[src/rtl/ddr_perf_counters.sv]
module ddr_perf_counters #(
  parameter int NUM_CNT = 4,
  parameter int CNT_W   = 32,
  parameter int SEL_W   = 8,
  parameter int NUM_EVT = 16,
  parameter int ID_W    = 16,
  parameter int BYTES_W = 8
) (
  input  logic                     clk,
  input  logic                     rst_n,
  input  logic                     run_en,
  input  logic                     clr,
  input  logic                     enh_mode,
  input  logic [NUM_CNT*SEL_W-1:0] evt_sel,
  input  logic [ID_W-1:0]          filt_id,
  input  logic [ID_W-1:0]          filt_mask,
  input  logic [NUM_EVT-1:0]       perf_evt,
  input  logic                     bst_valid,
  input  logic                     bst_write,
  input  logic [ID_W-1:0]          bst_id,
  input  logic [BYTES_W-1:0]       bst_bytes,
  output logic [NUM_CNT*CNT_W-1:0] cnt_out,
  output logic                     frozen,
  output logic                     irq
);
  // NUM_EVT must stay at or below 0x41 so strobe codes and filter codes do not overlap.
  localparam int EVT_IW = (NUM_EVT > 1) ? $clog2(NUM_EVT) : 1;
  localparam logic [SEL_W-1:0] RD_CODE = SEL_W'(8'h41);
  localparam logic [SEL_W-1:0] WR_CODE = SEL_W'(8'h42);
  localparam logic [CNT_W-1:0] CNT_MAX = '1;

  logic [NUM_CNT-1:0][CNT_W-1:0] cnt_q;
  logic [NUM_CNT-1:0][CNT_W-1:0] inc;
  logic frozen_q, irq_q;

  wire id_hit  = (((bst_id ^ filt_id) & filt_mask) == '0);
  wire rd_hit  = bst_valid & ~bst_write & id_hit;
  wire wr_hit  = bst_valid &  bst_write & id_hit;
  wire advance = run_en & ~frozen_q;
  wire [CNT_W-1:0] bump = enh_mode ? CNT_W'(bst_bytes) : CNT_W'(1);

  function automatic logic [CNT_W-1:0] pick(input logic [SEL_W-1:0] sel,
                                            input logic [NUM_EVT-1:0] ev,
                                            input logic rd, input logic wr,
                                            input logic [CNT_W-1:0] amt);
    logic [CNT_W-1:0] r;
    r = '0;
    if (sel < SEL_W'(NUM_EVT)) r = CNT_W'(ev[sel[EVT_IW-1:0]]);
    else if (sel == RD_CODE)   r = rd ? amt : '0;
    else if (sel == WR_CODE)   r = wr ? amt : '0;
    return r;
  endfunction

  for (genvar i = 0; i < NUM_CNT; i++) begin : g_inc
    if (i == 0) begin : g_timer
      assign inc[i] = CNT_W'(1);
    end else begin : g_evt
      assign inc[i] = pick(evt_sel[SEL_W*i +: SEL_W], perf_evt, rd_hit, wr_hit, bump);
    end
  end

  always_ff @(posedge clk or negedge rst_n) begin
    if (!rst_n) begin
      cnt_q    <= '0;
      frozen_q <= 1'b0;
      irq_q    <= 1'b0;
    end else if (clr) begin
      cnt_q    <= '0;
      frozen_q <= 1'b0;
      irq_q    <= 1'b0;
    end else if (advance) begin
      for (int k = 0; k < NUM_CNT; k++) cnt_q[k] <= cnt_q[k] + inc[k];
      if (cnt_q[0] == CNT_MAX) begin
        frozen_q <= 1'b1;
        irq_q    <= 1'b1;
      end
    end
  end

  assign cnt_out = cnt_q;
  assign frozen  = frozen_q;
  assign irq     = irq_q;

  a_r2_idle_hold: assert property (@(posedge clk) disable iff (!rst_n)
    (!run_en && !clr) |=> $stable(cnt_out));

  a_r3_timer_step: assert property (@(posedge clk) disable iff (!rst_n)
    (run_en && !frozen && !clr) |=> cnt_out[CNT_W-1:0] == CNT_W'($past(cnt_out[CNT_W-1:0]) + 1'b1));

  a_r4_expiry_locks: assert property (@(posedge clk) disable iff (!rst_n)
    (run_en && !frozen && !clr && cnt_out[CNT_W-1:0] == CNT_MAX) |=> (frozen && irq));

  a_r4_frozen_hold: assert property (@(posedge clk) disable iff (!rst_n)
    (frozen && !clr) |=> $stable(cnt_out));

  a_r5_irq_sticky: assert property (@(posedge clk) disable iff (!rst_n)
    (irq && !clr) |=> irq);

  a_r5_clear: assert property (@(posedge clk) disable iff (!rst_n)
    clr |=> (cnt_out == '0 && !frozen && !irq));

  a_r7_no_irq_without_expiry: assert property (@(posedge clk) disable iff (!rst_n)
    (!irq && !(run_en && !frozen && cnt_out[CNT_W-1:0] == CNT_MAX)) |=> !irq);
endmodule

[config.mk]
export PLATFORM = sky130hd
export DESIGN_NAME = ddr_perf_counters
export DESIGN_NICKNAME = d
export VERILOG_FILES = /design/src/rtl/ddr_perf_counters.sv
export SDC_FILE = /design/constraint.sdc
export NUM_CORES = 1
export LEC_CHECK = 0
export CAP_MARGIN = 10
export CORE_MARGIN = 2
export CORE_UTILIZATION = 30
export CTS_CLUSTER_DIAMETER = 30
export DETAILED_ROUTE_END_ITERATION = 6
export GPL_TIMING_DRIVEN = 0
export SLEW_MARGIN = 0
export SYNTH_ARGS = -nofsm -noshare
export SYNTH_HDL_FRONTEND = slang
export SYNTH_SLANG_ARGS = --single-unit
[constraint.sdc]
create_clock -name clk -period 3.7 [get_ports clk]
set_clock_uncertainty 0.2 [all_clocks]
set_input_delay 0.37 -clock clk [delete_from_list [all_inputs] [get_ports clk]]
set_output_delay 0.37 -clock clk [all_outputs]
set_load 0.05 [all_outputs]
---- Word-level counts from Yosys, hierarchy flattened ----
Cells that the tools add are included.
Widths: inputs -> output; s select.
cells by class
  add/subtract/negate cells ............... 4
  magnitude comparators ................... 6
  eq/ne operators ......................... 7
  multiplexer cells ....................... 23
  bitwise gates (word level) .............. 9
  reductions and logical operators ........ 4
operators by type and width
  operator               number
  $mux 128               2
  $add 32x32->32         3
  $mux 8                 11
  $eq 8x7->1 const B     6
  $add 32x1->32 const B  1
  $eq 32x32->1 const B   1
  $mux 32                1
  $lt 8x5->1 const B     3
  $and 16x16->16         1
  $logic_not 16->1       1
  $xor 16x16->16         1
  $lt 4x5->1 const B     3
  $bmux 1 s4             3
  $mux 1                 6
  $and 1x1->1            5
  $reduce_bool 2->1      2
  $not 1->1              2
  $reduce_and 2->1       1
word-level totals
  register bits after elaboration ......... 129
  output and inout port bits .............. 130
  word-level logic and storage cells ...... 58

---- Longest topological paths before layout ----
  depth after elaboration ................. 11
  gate-level depth with buffers ........... 14
  gate-level depth less buffers ........... 12

---- Worst setup path after synthesis ----
No wires, ideal clock.
  path kind ............................... input port to flip-flop
  start point ............................. input port evt_sel[16]
  end point ............................... register cnt_q, in the netlist cnt_out[86]
  library setup time ...................... 119 ps
  arrival time ............................ 3683 ps
  required time ........................... 3381 ps
  slack ................................... -302 ps
  cell stages on the path ................. 13
  buffers on the path ..................... 3
  path through ............................ clkbuf_1 > mux4_2 > mux4_2 > a32o_1 > ha_1 > fa_1 > a211oi_1 > o211ai_1 > nand2_1 > clkbuf_1 > buf_2 > nor3_1 > o21a_1
on the way
  longest elaborated chain between the ends .. 7
RTL lines
  item                                                                RTL line  RTL
  start: declaration                                                  14        input logic [NUM_CNT*SEL_W-1:0] evt_sel,
  parallel branches: the longest is 3 deep, another holds $lt 8x5->1  n/a
  $mux 8 *                                                            48        if (sel < SEL_W'(NUM_EVT)) r = CNT_W'(ev[sel[EVT_IW-1:0]]);
  $add 32x32->32 *                                                    72        for (int k = 0; k < NUM_CNT; k++) cnt_q[k] <= cnt_q[k] + inc[k];
  $mux 128 *                                                          71        end else if (advance) begin
  $mux 128 *                                                          67        end else if (clr) begin
  end signal: assignment                                              64        cnt_q <= '0;
  end signal: assignment                                              68        cnt_q <= '0;
  end: declaration                                                    32        logic [NUM_CNT-1:0][CNT_W-1:0] cnt_q;
Mark *: on every way between the ends. The select of a mux whose other input is x is not followed.
A chain may end at the register's enable or synchronous reset.

---- Final worst setup path ----
  start point ............................. input port perf_evt[12]
  end point ............................... register cnt_q, in the netlist cnt_out[74]
on the way
  longest elaborated chain between the ends .. 6
RTL lines
  item                          RTL line  RTL
  start: declaration            17        input logic [NUM_EVT-1:0] perf_evt,
  $bmux 1 s4                    48
  $mux 1 (not written as such)  48
  $mux 8                        48
  $add 32x32->32                72
  $mux 128                      71
  $mux 128                      67
No other way between the ends. The select of a mux whose other input is x is not followed.

==> impl_metrics.env <==
export IMPL_antenna_cells=0
export IMPL_fillerInstances=2671
export IMPL_cp_slowest_cell="mux4_2"
export IMPL_drtAntennaViolNets=0
export IMPL_critPathMaxStageDelay_ps=470
export IMPL_startpoint="perf_evt[12]"
export IMPL_vias_per_cell=5.45
export IMPL_wl_met1_um=12800
export IMPL_synthTopCellsByArea="dfrtp_1 38%, a21oi_1 4.6%, xor2_1 4.2%, ha_1 3.7%, nand2_1 3.5%"
export IMPL_met2WireLength_um=14700
export IMPL_clockRootBuffer="clkbuf_16"
export IMPL_hold_violations=0
export IMPL_wire_per_inst_um=18.7
export IMPL_worst_slack_ps=55.6
export IMPL_yosysTopAreaCellShare=0.379
export IMPL_cts_max_level=4
export IMPL_gr_total_overflow=0
export IMPL_timing_final_crit_share=0.985
export IMPL_critPathCaptureType="flop"
export IMPL_ff2ff_setup_slack_ps=950
export IMPL_critical_path_most_common_cell="mux4_2"
export IMPL_dpl_worst_slack_ps=-1450
export IMPL_std_cell_rows=61
export IMPL_wl_met3_um=2070
export IMPL_core_area_sq_um=27900
export IMPL_syn_area_sq_um=8510
export IMPL_cap_violations=0
export IMPL_ys_seq_area_frac=0.379
export IMPL_place_gp_congestion=0.876
export IMPL_vdd_drop_max_uv=306
export IMPL_path_class="input pin to flop"
export IMPL_slew_violations=0
export IMPL_syn_avg_cell_area_sq_um=9.14
export IMPL_arrival_ps=3710
export IMPL_drtIter0Drc=590
export IMPL_power_density_nw_per_um2=272
export IMPL_cp_max_fo=6
export IMPL_hpwl_um=22300
export IMPL_clk_pin_slew_worst_paths_ps=60
export IMPL_antenna_found_initial=0
export IMPL_cp_start_kind="input pin"
export IMPL_fin_setup_tns_ps=0
export IMPL_port_buffers=229
export IMPL_ys_ff_latch=129
export IMPL_cts_tree="yes"
export IMPL_grt_pass1_vias=8310
export IMPL_synthFlopType="dfrtp_1"
export IMPL_yosys_warnings=0
export IMPL_die_w_um=172
export IMPL_cts_sinks=129
export IMPL_synthArstFlopShare=1.00
export IMPL_track_usage=0.200
export IMPL_design_portCount=241
export IMPL_status="finished clean"
export IMPL_synth_edf_count=0
export IMPL_critPathTopFamily="multiplexers"
export IMPL_grt_max_degree=89
export IMPL_die_area_sq_um=29700
export IMPL_syn_num_nets=1070
export IMPL_area_growth_pct=49.1
export IMPL_critPathBufInv=3
export IMPL_fmax_ghz=0.274
export IMPL_die_y_um=172
export IMPL_yosysTopAreaCell="dfrtp_1"
export IMPL_synthDistinctLibCells=69
export IMPL_slew_headroom=0.436
export IMPL_syn_inst=931
export IMPL_leakage_nw=5.24
export IMPL_fin_total_pwr_mw=3.45
export IMPL_totalWireLength_um=30200
export IMPL_vias=8780
export IMPL_cts_buffers_inserted=17
export IMPL_min_path_type="input pin to async pin"
export IMPL_dr_pass1_iters=5
export IMPL_worst_pin_slew_ps=845
export IMPL_drc_errors=0
export IMPL_grt_pass1_wl_um=45500
export IMPL_required_ps=3760
export IMPL_fin_crit_ps=3640
export IMPL_cts_buffer_depth=2
export IMPL_crit_chain="clkdlybuf4s50_1 -> mux4_2 -> mux4_2 -> a32o_2 -> ha_2 -> fa_2 -> a211oi_2 -> o211ai_1 -> nand2_2 -> buf_8 -> buf_4 -> or3_1 -> a21oi_2"
export IMPL_clock_latency_ps=420
export IMPL_final_layout_size_suffix_gt1_frac=0.151
export IMPL_nNetsFinal=1361
export IMPL_timing_rr_start="irq$_DFFE_PN0P_"
export IMPL_start_util=0.306
export IMPL_finalSetupViolations=0
export IMPL_top_layer_used="met4"
-- timing repair --
| item | in CTS | in global routing |
|---|---|---|
| gates resized for setup | 43 | 83 |
| setup buffers | 28 | 8 |
| endpoints found under the setup margin | 74 | 70 |
| hold buffers | 1 | 0 |
| gates cloned | 2 | 3 |
| pin swaps | 26 | 45 |
| hold endpoints to repair | 41 | 0 |
-- routing by layer --
metal,GRT usage,up-vias
met2,0.342,335
met3,0.0430,51
li1,-,4123
met4,0.0669,0
met5,0,-
met1,0.251,4271
-- registers in the layout, summed over array words and instances, names as in the netlist --
signal	flops
cnt_out	128
irq	1
-- placed cells by master (no fill, tap or decap), drive strengths merged, types with 7 or more instances in the layout --
cell type,instances
a21oi,79
nor2,78
nor3,21
o311ai,8
a211oi,11
buf,55
nand3,48
o21a,8
mux4,10
nor4,13
o31ai,37
nand4,35
xor2,41
a21o,12
dlymetal6s2s,25
o21ai,30
clkdlybuf4s50,194
clkinv,8
o41ai,7
and4,13
or4,36
ha,25
clkbuf,53
dfrtp,129
xnor2,19
and3,34
o211ai,9
nand2,82
inv,22
or3,18
-- Yosys cell counts (6+ instances only) --
library cell,count
dfrtp_1,129
a21oi_1,79
nand2_1,79
nor2_1,78
nand3_1,44
xor2_1,41
o31ai_1,36
or4_1,36
and3_1,34
nand4_1,31
clkbuf_1,27
ha_1,25
inv_1,22
o21ai_0,22
xnor2_1,19
or3_1,18
nor3_1,16
a21o_1,12
and4_1,12
buf_2,11
a211oi_1,10
mux4_2,10
nor4_1,9
o21a_1,8
o311ai_0,8
o211ai_1,7
o21ai_1,7
o41ai_1,7
a22oi_1,6
mux2i_1,6
or2_2,6
-- cell type report --
class / count / area [sq um] / area share
Multi-Input combinational cell: 738 / 5360 / 0.422
Sequential cell: 129 / 3230 / 0.254
Timing Repair Buffer: 271 / 2750 / 0.217
Tap cell: 378 / 473 / 0.0372
Clock buffer: 20 / 457 / 0.0360
Buffer: 42 / 231 / 0.0182
Clock inverter: 11 / 114 / 0.00897
Inverter: 23 / 86.3 / 0.00680
-- worst paths after layout --
path / end / cells after the start
min in group clk: cnt_out[69]$_DFFE_PN0P_ / 2
worst max-delay path: cnt_out[74]$_DFFE_PN0P_ / 13
worst min-delay path: cnt_out[124]$_DFFE_PN0P_ / 2
max in group asynchronous: cnt_out[72]$_DFFE_PN0P_ / 3
worst min register to register: cnt_out[69]$_DFFE_PN0P_ / 2
worst max register to register: cnt_out[36]$_DFFE_PN0P_ / 6
-- worst reg2reg max path, stage by stage (launching register included) --
cell and delay (ps):
dfrtp_1 560, nand2b_1 330, clkbuf_1 480, buf_2 330, buf_1 490, nand2_1 110, a21oi_1 160
-- through the flow --
step / instance area (sq um) / hold slack, ps / utilization / std cells
2_1_floorplan: 8520 / -126 / - / 931
3_3_place_gp: 11300 / 340 / 0.405 / 1538
3_5_place_dp: 11300 / 122 / 0.406 / 1539
4_1_cts: 12300 / 243 / 0.441 / 1601
5_1_grt: 12700 / 271 / 0.456 / 1612
6_report: 12700 / 229 / 0.456 / 1612
-- kinds of logic (layout without fill, tap and decap cells) --
family | Yosys count | after routing | share of synthesized area
simple gates | 400 | 401 | 0.264
buf+inv | 65 | 367 | 0.0316
xor+xnor | 60 | 60 | 0.0617
compound gates | 227 | 227 | 0.178
fa+ha+maj | 28 | 28 | 0.0438
mux | 22 | 22 | 0.0414
flops | 129 | 129 | 0.379
-- power by group --
part           switching (mW)  internal (mW)
Combinational           0.203          0.165
Clock                   0.641           1.02
Sequential            0.00808           1.42
Total                   0.853           2.60
Power figures use the tool's default switching activity.
